<file path="src/rtl/hzc_pkg.sv">
package hzc_pkg;
    typedef enum logic [1:0] {
        SRC_REGFILE = 2'b00,
        SRC_WB      = 2'b01,
        SRC_MEM     = 2'b10
    } opnd_src_e;
endpackage

</file>
<file path="src/rtl/hzc_fwd_pick.sv">
module hzc_fwd_pick
    import hzc_pkg::*;
#(
    parameter int REG_AW = 5
) (
    input  logic [REG_AW-1:0] src,
    input  logic [REG_AW-1:0] mem_rd,
    input  logic              mem_wen,
    input  logic [REG_AW-1:0] wb_rd,
    input  logic              wb_wen,
    output opnd_src_e         sel
);
    logic mem_hit;
    logic wb_hit;

    always_comb begin
        mem_hit = mem_wen && (mem_rd != '0) && (mem_rd == src);
        wb_hit  = wb_wen  && (wb_rd  != '0) && (wb_rd  == src);
        if (mem_hit)
            sel = SRC_MEM;
        else if (wb_hit)
            sel = SRC_WB;
        else
            sel = SRC_REGFILE;
    end
endmodule

</file>
<file path="src/rtl/hzc_load_use.sv">
module hzc_load_use #(
    parameter int REG_AW = 5
) (
    input  logic [REG_AW-1:0] dec_rs1,
    input  logic [REG_AW-1:0] dec_rs2,
    input  logic [REG_AW-1:0] ex_rd,
    input  logic              ex_wen,
    input  logic              ex_load,
    output logic              hit
);
    always_comb begin
        hit = ex_load && ex_wen && (ex_rd != '0)
              && ((ex_rd == dec_rs1) || (ex_rd == dec_rs2));
    end
endmodule

</file>
<file path="src/rtl/hzc_shadow.sv">
module hzc_shadow #(
    parameter int BR_SHADOW = 3
) (
    input  logic clk,
    input  logic rst,
    input  logic start,
    output logic busy
);
    localparam int CW = $clog2(BR_SHADOW + 1);

    typedef struct packed {
        logic [CW-1:0] left;
    } shadow_st_t;

    shadow_st_t st_d, st_q;

    always_comb begin
        st_d = st_q;
        if (st_q.left != '0)
            st_d.left = st_q.left - 1'b1;
        else if (start)
            st_d.left = CW'(BR_SHADOW - 1);
    end

    always_ff @(posedge clk) begin
        if (rst)
            st_q <= '0;
        else
            st_q <= st_d;
    end

    assign busy = (st_q.left != '0);
endmodule

</file>
<file path="src/rtl/pipe_hazard_ctrl.sv">
module pipe_hazard_ctrl
    import hzc_pkg::*;
#(
    parameter int REG_AW    = 5,
    parameter int BR_SHADOW = 3
) (
    input  logic              clk,
    input  logic              rst,
    input  logic [REG_AW-1:0] dec_rs1,
    input  logic [REG_AW-1:0] dec_rs2,
    input  logic              dec_branch,
    input  logic [REG_AW-1:0] ex_rs1,
    input  logic [REG_AW-1:0] ex_rs2,
    input  logic [REG_AW-1:0] ex_rd,
    input  logic              ex_wen,
    input  logic              ex_load,
    input  logic [REG_AW-1:0] mem_rd,
    input  logic              mem_wen,
    input  logic [REG_AW-1:0] wb_rd,
    input  logic              wb_wen,
    output logic              pc_hold,
    output logic              fd_hold,
    output logic              fd_flush,
    output logic              de_bubble,
    output logic [1:0]        fwd_a,
    output logic [1:0]        fwd_b
);
    localparam int NOPND = 2;

    logic [REG_AW-1:0] opnd_src [NOPND];
    opnd_src_e         opnd_sel [NOPND];
    logic              lu_raw;
    logic              sh_busy;
    logic              sh_start;
    logic              lu_live;

    assign opnd_src[0] = ex_rs1;
    assign opnd_src[1] = ex_rs2;

    for (genvar g = 0; g < NOPND; g++) begin : g_opnd
        hzc_fwd_pick #(.REG_AW(REG_AW)) u_pick (
            .src     (opnd_src[g]),
            .mem_rd  (mem_rd),
            .mem_wen (mem_wen),
            .wb_rd   (wb_rd),
            .wb_wen  (wb_wen),
            .sel     (opnd_sel[g])
        );
    end

    hzc_load_use #(.REG_AW(REG_AW)) u_lu (
        .dec_rs1 (dec_rs1),
        .dec_rs2 (dec_rs2),
        .ex_rd   (ex_rd),
        .ex_wen  (ex_wen),
        .ex_load (ex_load),
        .hit     (lu_raw)
    );

    always_comb begin
        lu_live  = lu_raw && !sh_busy;
        sh_start = dec_branch && !lu_raw && !sh_busy;
    end

    hzc_shadow #(.BR_SHADOW(BR_SHADOW)) u_shadow (
        .clk   (clk),
        .rst   (rst),
        .start (sh_start),
        .busy  (sh_busy)
    );

    always_comb begin
        if (rst) begin
            pc_hold   = 1'b0;
            fd_hold   = 1'b0;
            fd_flush  = 1'b0;
            de_bubble = 1'b0;
            fwd_a     = SRC_REGFILE;
            fwd_b     = SRC_REGFILE;
        end else begin
            fd_flush  = sh_start || sh_busy;
            fd_hold   = lu_live;
            de_bubble = lu_live;
            pc_hold   = lu_live || fd_flush;
            fwd_a     = opnd_sel[0];
            fwd_b     = opnd_sel[1];
        end
    end
endmodule

</file>
<file path="config.mk">
export PLATFORM = sky130hd
export DESIGN_NAME = pipe_hazard_ctrl
export DESIGN_NICKNAME = d
export VERILOG_FILES = /design/src/rtl/hzc_pkg.sv /design/src/rtl/hzc_fwd_pick.sv /design/src/rtl/hzc_load_use.sv /design/src/rtl/hzc_shadow.sv /design/src/rtl/pipe_hazard_ctrl.sv
export SDC_FILE = /design/constraint.sdc
export NUM_CORES = 1
export LEC_CHECK = 0
export BUFFER_PORTS_ARGS = -buffer_cell sky130_fd_sc_hd__buf_2
export CELL_PAD_IN_SITES_DETAIL_PLACEMENT = 2
export CELL_PAD_IN_SITES_GLOBAL_PLACEMENT = 2
export CORE_ASPECT_RATIO = 1.25
export CORE_MARGIN = 2
export CORE_UTILIZATION = 20
export CTS_CLUSTER_SIZE = 40
export DETAILED_ROUTE_END_ITERATION = 16
export PLACE_DENSITY_LB_ADDON = 0.3
export REMOVE_ABC_BUFFERS = 1
export SYNTH_ARGS = -nofsm -noshare
export SYNTH_HDL_FRONTEND = slang
export SYNTH_HIERARCHICAL = 1
export SYNTH_SLANG_ARGS = --single-unit
export TNS_END_PERCENT = 10
</file>
<file path="constraint.sdc">
create_clock -name clk -period 4.7 [get_ports clk]
set_clock_uncertainty 0.1 [all_clocks]
set_input_delay 0.94 -clock clk [delete_from_list [all_inputs] [get_ports clk]]
set_output_delay 0.94 -clock clk [all_outputs]
set_load 0.01 [all_outputs]
</file>
=== After elaboration in Yosys (flattened, before gate mapping) ===
Index checks and enable logic that the tools add are counted.

* Bits in registers: 2
* Bits in latches: 0
* Bits in writable memories: 0
* Bits in read-only memories: 0
* Input bits: 42
* Output and inout bits: 8
* Logic and storage cells: 41
* Memories kept: 0

* $add $sub $neg: 1
* Multipliers: 0
* Div/mod/pow operators: 0
* Magnitude comparators: 0
* Eq/ne operators: 6
* Shifts and indexed selects: 0
* Multiplexer cells: 11
* Bitwise operators: 0
* Reductions and logical operators: 22

{| class="wikitable"
|+ Operators with widths
! cell !! count
|-
| $eq 5x5->1 || 6
|-
| $reduce_bool 5->1 || 3
|-
| $logic_and 1x1->1 || 12
|-
| $mux 2 || 6
|-
| $mux 1 || 5
|-
| $reduce_bool 2->1 || 2
|-
| $logic_or 1x1->1 || 3
|-
| $logic_not 1->1 || 2
|-
| $sub 2x1->2 const B || 1
|}

=== Longest topological paths before layout ===
Gate-level depths: netlist of run 1.

* Word-level depth: 9
* Mapped depth: 7
* Depth with buffers taken out: 7

=== Cells and area by module ===
Netlist of run 1, hierarchy kept.

{| class="wikitable"
|+ Modules (own cells, without submodules)
! module !! instances !! cells each !! area each (sq um) !! sequential area each (sq um)
|-
| hzc_fwd_pick || 2 || 21 || 158.9 || 0.0
|-
| hzc_load_use || 1 || 17 || 132.6 || 0.0
|-
| hzc_shadow || 1 || 13 || 122.6 || 40.0
|-
| pipe_hazard_ctrl || 1 || 12 || 71.3 || 0.0
|}

=== Worst setup path after synthesis of run 1 ===
No wires, ideal clock.

* Path type: input port to output port
* Start: input ex_rd[2]
* End: output fd_hold
* Data arrival time: 2148 ps
* Required time: 3660 ps
* Path slack: 1512 ps
* Stages on the path: 6
* Path buffers: 1
* Cell sequence: xor2_1 > nor3_1 > nand3_1 > a21oi_1 > nor3b_1 > buf_4

* Cells in the longest elaborated chain, start to end: 5
* Elaborated cells between the ends (all ways): 8
* Those cells by class: eq/ne: 2; mux: 1; reduce/logical: 5

{| class="wikitable"
|+ Ends and longest elaborated chain
! element !! RTL line !! RTL
|-
| start, declared || pipe_hazard_ctrl.sv:14 || <nowiki>input logic [REG_AW-1:0] ex_rd,</nowiki>
|-
| $eq 5x5->1 / $reduce_bool 5->1 (equally long branches) || hzc_load_use.sv:13, hzc_load_use.sv:12 ||
|-
| $logic_or 1x1->1 / $logic_and 1x1->1 (equally long branches) || hzc_load_use.sv:13, hzc_load_use.sv:12 ||
|-
| $logic_and 1x1->1 (*) || hzc_load_use.sv:13 || <nowiki>&& ((ex_rd == dec_rs1) || (ex_rd == dec_rs2));</nowiki>
|-
| net lu_raw || pipe_hazard_ctrl.sv:32 || <nowiki>logic lu_raw;</nowiki>
|-
| $logic_and 1x1->1 (*) || pipe_hazard_ctrl.sv:61 || <nowiki>lu_live = lu_raw && !sh_busy;</nowiki>
|-
| $mux 1 (*) || n/a ||
|-
| end, declared || pipe_hazard_ctrl.sv:22 || <nowiki>output logic fd_hold,</nowiki>
|}

Mark *: on every way through the listed nets, which the timed path passes. The rest lies on a longest branch.

=== Final worst setup path of run 1 ===
* Start: input ex_rd[3]
* End: output fd_flush

* Cells in the longest elaborated chain, start to end: 8
* Elaborated cells between the ends (all ways): 11
* Those cells by class: eq/ne: 2; mux: 1; reduce/logical: 8

{| class="wikitable"
|+ Ends and longest elaborated chain
! element !! RTL line !! RTL
|-
| $eq 5x5->1 / $reduce_bool 5->1 (equally long branches) || hzc_load_use.sv:13, hzc_load_use.sv:12 ||
|-
| $logic_or 1x1->1 / $logic_and 1x1->1 (equally long branches) || hzc_load_use.sv:13, hzc_load_use.sv:12 ||
|-
| $logic_and 1x1->1 (*) || hzc_load_use.sv:13 ||
|-
| net lu_raw || pipe_hazard_ctrl.sv:32 ||
|-
| $logic_not 1->1 (*) || pipe_hazard_ctrl.sv:62 || <nowiki>sh_start = dec_branch && !lu_raw && !sh_busy;</nowiki>
|-
| $logic_and 1x1->1 (*) (2 in a row) || pipe_hazard_ctrl.sv:62 ||
|-
| $logic_or 1x1->1 (*) || pipe_hazard_ctrl.sv:81 || <nowiki>fd_flush = sh_start || sh_busy;</nowiki>
|-
| $mux 1 (*) || pipe_hazard_ctrl.sv:73 || <nowiki>if (rst) begin</nowiki>
|-
| end, declared || pipe_hazard_ctrl.sv:23 || <nowiki>output logic fd_flush,</nowiki>
|}

Marked as above.

==> results, run 1 <==
- The run finished with clean final reports.
- Averaged over all synthesized cells, the footprint is 7.671 sq um.
- For this block, the routed nets add up to 2375 microns of wire.
- The kind of capture point of the worst setup path is an output port.
- The cell sitting at the root of the clock tree is a sky130_fd_sc_hd__clkbuf_8.
- The port buffer count is approximately 50.
- Global routing used a little over an eighth of the available tracks.
- In the routed layout, each cell is associated on average with a via count of between 4 and 5.
- Across the run, the number of max-cap violations was 0.
- The core box area is approximately 3100 sq um.
- After technology mapping, the gate count stands at 84.
- Summed over all nets, the half-perimeter wirelength after detailed placement is between 2000 and 2500 microns.
- Setup violations remaining at the end of the flow were counted as 0.
- For the worst setup path, the data arrival time is 2.30 ns.
- The post-synthesis adder-cell area fraction is slightly below 4%.
- The count of standard-cell rows is 23.
- The number of optimization iterations in the first detailed-route pass is 2.
- The die covers 3695 sq um.
- Of all nets on the critical path, the largest fanout is 4.
- The Yosys step of the flow raised 6 warnings.
- The hold violation count in the final report came to 0.
- The maximum clock insertion buffer count is 2.
- The wire length of the first global-routing pass is roughly 3600 microns.
- The area overhead of the layout relative to synthesis is 48.16%.
- For this run, the top clock speed supported by timing is 299.1 MHz.
- The completed layout was analyzed and its total power is ~0.21 mW.
- From left edge to right edge, the die measures 54.77 microns.
- The congestion estimate from routability-driven global placement came to about 0.64.
- The category of the critical setup timing path is input pin to output port.
- The basic-gate share of the synthesized area counting and, or, nand and nor cells is about a third.
- The detailed-route DRC error count is 0.
- The fraction of power consumed by sequential logic is ~14%.
- After synthesis the cells add up to around 640 sq um.
- The worst register-to-register path begins at u_shadow/st_q[0].
- In this run, post-CTS repair resized a total of 0 instances.
- The compound-cell area share of the yosys netlist is 16.50%.
- For the worst setup path, the data required time is approximately 3.7 ns.
- The launching element type of the critical path is an input pin.
- The analysis attributes to cell leakage a power of roughly 0.44 nW.
- The number of cells on the worst reg-to-reg path is 6.
- The register with the most flip-flops in the layout has 2 of them.
- The starting density of the core is about a fifth.
- TritonCTS built the clock tree.
- For the pin with the worst max-slew slack, the measured transition is 0.3591 ns.
- The internal power component is 0.1320 mW.
- For this run, the register share of the synthesized area comes to slightly above 6%.
- The class of the tightest hold or removal check is register to register.
- Dividing the detail-routed wire length by the instance count gives 13.97 microns.
- The count of H-tree levels built during CTS is 1.
- The combinational group share of total power is between 50% and 60%.
- In this run, post-CTS hold repair placed 0 buffers.
- In this run, distinct cell masters in the synthesized netlist total 23.
- The total negative slack for setup checks is 0 ns.
- The number of global-route vias before repair came to approximately 880.
- The cell area after layout is ~950 sq um.
- The count of nets left with antenna violations once routing finished came out at 0.
- The clock share of power is a little under a third.
- The number of buffers inserted during clock tree synthesis is 3.
- The reg-to-reg critical path endpoint is u_shadow/st_q[0].
- For this run the aggregate overflow at the end of global routing stands at 0.
- The synthesized design contains 2 register bits.
- The final cycle utilization of the critical path is 71.14%.
- The post-route minimum period is about 3.3 ns.
- The portion of synthesized area spent on multiplexers is 0%.
- The post-synthesis xor/xnor area fraction is a little over a third.
- The final max-slew violation count is 0.
- The total number of vias is 803.
- The net load switching power is about 0.08 mW.
- Ranked by flip-flop count, first place goes to u_shadow/st_q.
- The final critical-path setup slack is between 1 and 1.5 ns.
- The critical path starts at ex_rd[3].
- The number of antenna violations at the first check in global routing is 0.
- VDD sags by at most 109.2 uV.
- The largest registers in the layout are u_shadow/st_q: 2 flops.
- The post-CTS setup-driven buffer insertion count is 0.
- The combinational family with the most area after synthesis is XOR/XNOR gates.
- In this run the count of I/O pins placed on the die edge is 50.
- Of the total power, the share spent switching nets is 38.23%.
- Prior to clock tree synthesis, the placed netlist has a worst setup slack of between 1 and 1.5 ns.
- Clock-pin slew was measured on the worst setup and hold paths at approximately 0.030 ns.
- The path with the worst hold slack has its endpoint at u_shadow/st_q[1].
- The vertical die dimension is between 60 and 70 microns.
- The initial DRC count is 8.
- The fill cell instance count of the final layout is 386.
- The clock sink count is 2.
- The number of diodes is 0.
- Entering global routing, the biggest net connects 11 pins.
- After the last flow step, the layout net total stands at between 150 and 200.
- The hold path startpoint is u_shadow/st_q[1].
- The insertion delay to the later sink of the worst-skew pair is 0.21 ns.
- The placed instance area is slightly above 900 sq um.
- Across all register-to-register paths, the minimum setup slack is roughly 3.0 ns.
- The worst hold path passes through 3 cells.
- Setup repair after global routing left no endpoint under its margin.
- Cells with a size suffix above 1 make up between 40 and 50% of the layout.
- The worst max-slew margin expressed relative to the limit is 76.01%.
- The power density over cell area is roughly 220 nW/um^2.
## kinds of logic (layout without fill, tap and decap cells)
family / after synthesis / count (layout)
adders and majority gates: 2 / 2
DFF: 2 / 2
buffers and inverters: 8 / 57
xor gates and xnor gates: 26 / 26
AOI/OAI and AO/OA: 11 / 11
and+or+nand+nor: 35 / 35
## critical path: stages
cell and delay [ns]:
sky130_fd_sc_hd__buf_2 0.12, sky130_fd_sc_hd__or4_1 0.54, sky130_fd_sc_hd__o211ai_2 0.15, sky130_fd_sc_hd__a21oi_1 0.09, sky130_fd_sc_hd__nand2b_1 0.16, sky130_fd_sc_hd__a21oi_1 0.15, sky130_fd_sc_hd__buf_2 0.15
## power by group through the flow
stage	clock network (mW)	logic (mW)	registers, mW
after floorplan	0	0.0692	0.0274
after global placement	0	0.112	0.0279
after detailed placement	0	0.118	0.0290
after CTS	0.0673	0.122	0.0288
after global routing	0.0693	0.133	0.0302
final	0.0660	0.119	0.0288
## stage by stage
| stage | util [%] | cells | hold slack [ns] |
|---|---|---|---|
| after floorplan | - | 81 | 0.4523 |
| after global placement | 29.12 | 167 | 0.4716 |
| after detailed placement | 29.12 | 167 | 0.5084 |
| after CTS | 30.43 | 170 | 0.5449 |
| after global routing | 30.43 | 170 | 0.5681 |
| final | 30.43 | 170 | 0.5344 |
## synth_stat cells
library cell                n  share of area [%]
sky130_fd_sc_hd__nor2b_1    4                3.9
sky130_fd_sc_hd__nor3_2     2                3.1
sky130_fd_sc_hd__o41ai_2    2                5.0
sky130_fd_sc_hd__a31o_1     1                1.4
sky130_fd_sc_hd__o211ai_2   1                1.9
sky130_fd_sc_hd__and4bb_1   1                1.9
sky130_fd_sc_hd__nor2_1     3                1.7
sky130_fd_sc_hd__nor3_1     7                5.4
sky130_fd_sc_hd__inv_1      5                2.9
sky130_fd_sc_hd__a211oi_1   1                1.2
sky130_fd_sc_hd__nand3_1    6                4.7
sky130_fd_sc_hd__nand2b_1   2                1.9
sky130_fd_sc_hd__ha_1       2                3.9
sky130_fd_sc_hd__buf_4      3                3.5
sky130_fd_sc_hd__nor3b_1    3                3.5
sky130_fd_sc_hd__xnor2_1   14                 19
sky130_fd_sc_hd__a211oi_2   2                3.9
sky130_fd_sc_hd__dfxtp_1    2                6.2
sky130_fd_sc_hd__nor4_1     2                1.9
sky130_fd_sc_hd__or4_1      1                1.2
sky130_fd_sc_hd__nand2_1    4                2.3
sky130_fd_sc_hd__a21oi_1    4                3.1
sky130_fd_sc_hd__xor2_1    12                 16
## area by class of cell
type / instances / area (sq um) / share of cell area, %
Timing Repair Buffer: 49 / 245.2 / 25.69
Clock buffer: 3 / 41.29 / 4.325
Multi-Input combinational cell: 74 / 563.0 / 58.98
Inverter: 5 / 18.77 / 1.966
Sequential cell: 2 / 40.04 / 4.194
Tap cell: 37 / 46.29 / 4.849
## routing by layer
layer | track usage (%) | vias to the layer above | share of wire (%)
met3 | 1.327 | 0 | 8.3
met1 | 12.08 | 374 | 33
li1 | - | 389 | -
met2 | 28.87 | 40 | 59
met5 | 0 | - | 0
met4 | 1.875 | 0 | 0
## layout by cell type (no fill, tap or decap)
cell type	n
sky130_fd_sc_hd__buf_2	49
sky130_fd_sc_hd__xnor2_1	14
sky130_fd_sc_hd__xor2_1	12
sky130_fd_sc_hd__nor3_1	7
sky130_fd_sc_hd__nand3_1	6
sky130_fd_sc_hd__inv_1	5
sky130_fd_sc_hd__nor2b_1	4
sky130_fd_sc_hd__a21oi_1	4
sky130_fd_sc_hd__nand2_1	4
sky130_fd_sc_hd__nor3b_1	3
sky130_fd_sc_hd__nor2_1	3
sky130_fd_sc_hd__clkbuf_8	3
sky130_fd_sc_hd__nand2b_1	2
sky130_fd_sc_hd__o41ai_2	2
sky130_fd_sc_hd__a211oi_2	2
sky130_fd_sc_hd__nor4_1	2
sky130_fd_sc_hd__nor3_2	2
sky130_fd_sc_hd__ha_1	2
sky130_fd_sc_hd__dfxtp_1	2
sky130_fd_sc_hd__or4_1	1
sky130_fd_sc_hd__o211ai_2	1
sky130_fd_sc_hd__a211oi_1	1
sky130_fd_sc_hd__and4bb_1	1
sky130_fd_sc_hd__a31o_1	1
## how the worst max path moves through the flow
stage	to	slack (ns)	depth (start not counted)
6_report	fd_flush	1.36	7
5_1_grt	de_bubble	1.23	7
4_1_cts	fd_flush	1.35	7
3_5_place_dp	fd_flush	1.36	7
3_3_place_gp	fd_flush	1.41	7
2_1_floorplan	de_bubble	1.56	5
No activity file was read; power rests on OpenSTA's default activity.
==> inputs of run 2 (changes only) <==
--- a/config.mk
+++ b/config.mk
@@ -5,12 +5,13 @@
 export SDC_FILE = /design/constraint.sdc
 export NUM_CORES = 1
 export LEC_CHECK = 0
+export ABC_AREA = 1
 export BUFFER_PORTS_ARGS = -buffer_cell sky130_fd_sc_hd__buf_2
 export CELL_PAD_IN_SITES_DETAIL_PLACEMENT = 2
 export CELL_PAD_IN_SITES_GLOBAL_PLACEMENT = 2
 export CORE_ASPECT_RATIO = 1.25
 export CORE_MARGIN = 2
-export CORE_UTILIZATION = 20
+export CORE_UTILIZATION = 18
 export CTS_CLUSTER_SIZE = 40
 export DETAILED_ROUTE_END_ITERATION = 16
 export PLACE_DENSITY_LB_ADDON = 0.3
==> constraint.sdc (replaced) <==
create_clock -name clk -period 3.5 [get_ports clk]
set_clock_uncertainty 0.1 [all_clocks]
set_input_delay 0.7 -clock clk [delete_from_list [all_inputs] [get_ports clk]]
set_output_delay 0.7 -clock clk [all_outputs]
set_load 0.01 [all_outputs]
==> run 2 against run 1 <==
  * Register-to-register slack got worse by 0.79 ns
  * Non-clock buffer count unchanged
  * Design area rose by 25%
  * Sequential power is 32% higher
  * Wire length increased by 25%
  * Sequential cell count unchanged
  * Via count up 49%
  * Global-route usage is 0.68 points lower
  * Clock-buffer cell count unchanged
  * Highest routed layer unchanged
==> results, run 2 <==
- Of the cells placed in the final design, the portion with a size suffix greater than 1 is 30.21%.
- The final hold slack is between 0.4 and 0.5 ns.
- The placed instance area is 1152 sq um.
- The analysis attributes to cell leakage a power of between 0.7 and 0.8 nW.
- Routability-driven placement finished with a final weighted congestion of ~0.70.
- In the final design database the tool counted approximately 280 nets.
- The final layout contains routed wiring with a total length of just under 3000 microns.
- Post-CTS repair changed the size of 0 cells.
- The commonest non-fill, non-tap cell in the layout is sky130_fd_sc_hd__nand2_1.
- The total congestion overflow is 0.
- The worst max-slew margin expressed relative to the limit is between 80% and 90%.
- The number of antenna diodes in the final layout is 0.
- Counting flops with an async set or reset pin after synthesis yields a share of 0%.
- The final max-slew violation count is 0.
- The run finished with clean final reports.
- The most common cell in the synthesized netlist is sky130_fd_sc_hd__nand2_1.
- The detailed-route DRC error count is 0.
- The biggest area contributor in the post-synthesis netlist is sky130_fd_sc_hd__nand2_1.
- The mean cell area of the mapped netlist is between 4 and 5 sq um.
- The sum of internal, switching and leakage power is 0.3303 mW.
- The routed length per instance is just over 10 microns.
- The class of the tightest hold or removal check is register to register.
- The synthesized instance count is 186.
- The number of nets still failing antenna checks after routing is 0.
- The compound-cell area share of the yosys netlist is 8.053%.
- The number of setup violations in the final report is 0.
- The register with the most flip-flops in the layout has 2 of them.
- Compared with the post-synthesis result, the final layout area differs by 39.68%.
- The count of H-tree levels built during CTS is 1.
- The largest registers in the layout are u_shadow/st_q: 2 flops.
- Summing all non-filler instances in the final layout gives an area of approximately 1200 sq um.
- The port buffer count is 49.
- The final cycle utilization of the critical path is 71.67%.
- The total negative slack for setup checks is 0 ns.
- The clock sink count is 2.
- The basic-gate share of the synthesized area counting and, or, nand and nor cells is between 50 and 60%.
- Setup repair after global routing left no endpoint under its margin.
- The fill cell instance count of the final layout is 642.
- The number of buffers inserted during clock tree synthesis is 3.
- The overall track demand over capacity in global routing is 12.48%.
- After synthesis, the largest area contributor takes up 25.04% of total cell area.
- The data arrival at the endpoint of the critical path is approximately 1.7 ns.
- TritonCTS built the clock tree.
- The register with the most flip-flops is u_shadow/st_q.
- In the routed layout, each cell is associated on average with a via count of between 4 and 5.
- The worst setup path is launched from an input pin.
- The insertion delay to the later sink of the worst-skew pair is 0.21 ns.
- The number of enable flip-flop cells after synthesis is 0.
- Summing all flip-flop and latch instances after layout gives 40.04 sq um.
- The wire length of the first global-routing pass is ~5300 microns.
- The synthesized netlist devotes under 10% of its cell area to adder and majority cells.
- The total of max-cap violations is 0.
- The clock-pin slew on the worst setup and hold paths is ~0.03 ns.
- The number of global-route vias before repair came to ~1200.
- Once the floorplan was initialized, standard cells occupied 18.34% of the core.
- After synthesis, the netlist uses 18 different library cells.
- The worst-case IR drop observed on VDD is between 80 and 90 uV.
- Entering global routing, the biggest net connects 9 pins.
- The required time reported for the critical path endpoint is 2.70 ns.
- The sequential share of the synthesized area is under 10%.
- The measured slew at the worst slew-check pin is ~0.19 ns.
- The floorplan has 28 rows.
- The master of the slowest instance on the critical path is sky130_fd_sc_hd__buf_2.
- The number of antenna violations at the first check in global routing came to 0.
- The post-synthesis xor/xnor area fraction is approximately 5%.
- The area of the die is 5318 sq um.
- Traced cell by cell, the critical path runs through buf_2, nor2_1, nor2_1, nor2_1, nand3_1, a21oi_2, inv_1, nor3_1, buf_2.
- The kind of capture point of the worst setup path is an output port.
- The die boundary width is roughly 66 microns.
- In this run the count of I/O pins placed on the die edge is 50.
- The post-CTS setup-driven buffer insertion count is 0.
- Hold repair after CTS inserted 0 buffers.
- Dividing total power by cell area gives a power density of approximately 280 nW/um^2.
- The top flip-flop cell by instance count after synthesis is sky130_fd_sc_hd__dfxtp_1.
- After layout, the worst setup slack is 0.9917 ns.
- After synthesis, the largest family of logic cells by area is simple AND/OR/NAND/NOR gates.
- The half-perimeter wire length after placement is around 2700 microns.
- The clock tree root buffer cell is sky130_fd_sc_hd__clkbuf_8.
- The initial DRC count is 28.
- The hold violation count in the final report came to 0.
- After synthesis, the cell types taking the most area are sky130_fd_sc_hd__nand2_1 25%, sky130_fd_sc_hd__inv_1 18%, sky130_fd_sc_hd__nor2_1 13%, sky130_fd_sc_hd__nand3_1 8.2%, sky130_fd_sc_hd__dfxtp_1 4.7%.
- The fmax is approximately 400 MHz.
- By count the netlist is led by 57 x sky130_fd_sc_hd__nand2_1, 42 x sky130_fd_sc_hd__inv_1, 29 x sky130_fd_sc_hd__nor2_1, 14 x sky130_fd_sc_hd__nand3_1, 8 x sky130_fd_sc_hd__inv_2.
- The clock passes through at most 2 buffers.
- The proportion of synthesized area in mux cells is 0%.
- Leaving out fill and tap cells, the most frequent cells in the layout are 57 x sky130_fd_sc_hd__nand2_1, 49 x sky130_fd_sc_hd__buf_2, 42 x sky130_fd_sc_hd__inv_1, 29 x sky130_fd_sc_hd__nor2_1, 14 x sky130_fd_sc_hd__nand3_1.
- In the final layout, the multi-input gates occupy between 600 and 700 sq um.
- The first TritonRoute pass finished after 2 iterations.
- The number of register bits inferred by synthesis is 2.
- Prior to clock tree synthesis, the placed netlist has a worst setup slack of slightly below 1 ns.
- The cell repeated most along the worst path is sky130_fd_sc_hd__nor2_1.
- After layout, the minimum clock period comes to between 2 and 3 ns.
- The category of the critical setup timing path is input pin to output port.
- Across all layers, the routed design uses about 1200 vias.
- In this run the worst path has a maximum fanout of 4.
- The maximum cell stage delay along the critical path is around 0.17 ns.
- The cell area after technology mapping is 854.6 sq um.
- The floorplan step defined a core boundary enclosing roughly 4700 sq um.
- The vertical die dimension is 81.04 microns.
- Yosys printed 6 warnings.
==> run 2: cell types whose count changed in the layout (fill, tap and decap cells not counted), sizes merged, moves of 8 or more <==
cell,change
inv,+45
nor2,+32
xnor2,-12
nand3,+8
nor3,-8
xor2,-9
nand2,+57
==> run 2: cell families (layout without fill, tap and decap cells) <==
group	count (synthesis)	in the layout
AOI/OAI and AO/OA	12	12
DFF	2	2
buffers and inverters	53	102
xor gates and xnor gates	5	5
adders and majority gates	2	2
and+or+nand+nor	112	112
==> run 2: through the flow <==
stage	instances	utilization [%]
finish	295	25.62
global route	295	25.62
CTS	295	25.62
detailed placement	292	24.73
global placement	292	24.73
floorplan	183	-
==> run 2: routing by layer <==
layer | up-vias | share of wire, % | global-route usage [%]
li1 | 634 | - | -
met1 | 527 | 43 | 14.69
met4 | 0 | 0 | 3.125
met5 | - | 0 | 0
met2 | 34 | 53 | 23.74
met3 | 0 | 4.4 | 1.247
==> run 2: path summary, 6_finish.rpt <==
| check | slack [ns] | depth (start not counted) | from | to |
|---|---|---|---|---|
| hold / removal | 0.47 | 4 | u_shadow/st_q[1] | u_shadow/st_q[1] |
| setup / recovery | 0.99 | 9 | ex_rd[0] | de_bubble |
| hold reg to reg | 0.47 | 4 | u_shadow/st_q[1] | u_shadow/st_q[1] |
| setup reg to reg | 2.23 | 8 | u_shadow/st_q[0] | u_shadow/st_q[1] |
==> run 2: final cells by class <==
| class | instances | share of cell area (%) |
|---|---|---|
| Tap cell | 60 | 6.289 |
| Inverter | 50 | 15.72 |
| Sequential cell | 2 | 3.354 |
| Timing Repair Buffer | 49 | 20.55 |
| Clock buffer | 3 | 3.459 |
| Multi-Input combinational cell | 131 | 50.63 |
==> run 2: worst max-delay path: cells and delay by family <==
kind	cells	cell delay [ns]
buffers and inverters	3	0.36
AO/OA/AOI/OAI	1	0.15
AND/OR/NAND/NOR	5	0.49
==> run 2: report_power, final <==
| part | total [mW] | leakage (nW) | switching, mW | internal (mW) |
|---|---|---|---|---|
| sequential | 0.0379 | 0.0166 | 0.00354 | 0.0343 |
| combinational | 0.201 | 0.742 | 0.122 | 0.0796 |
| clock | 0.0910 | 0.0216 | 0.0182 | 0.0727 |
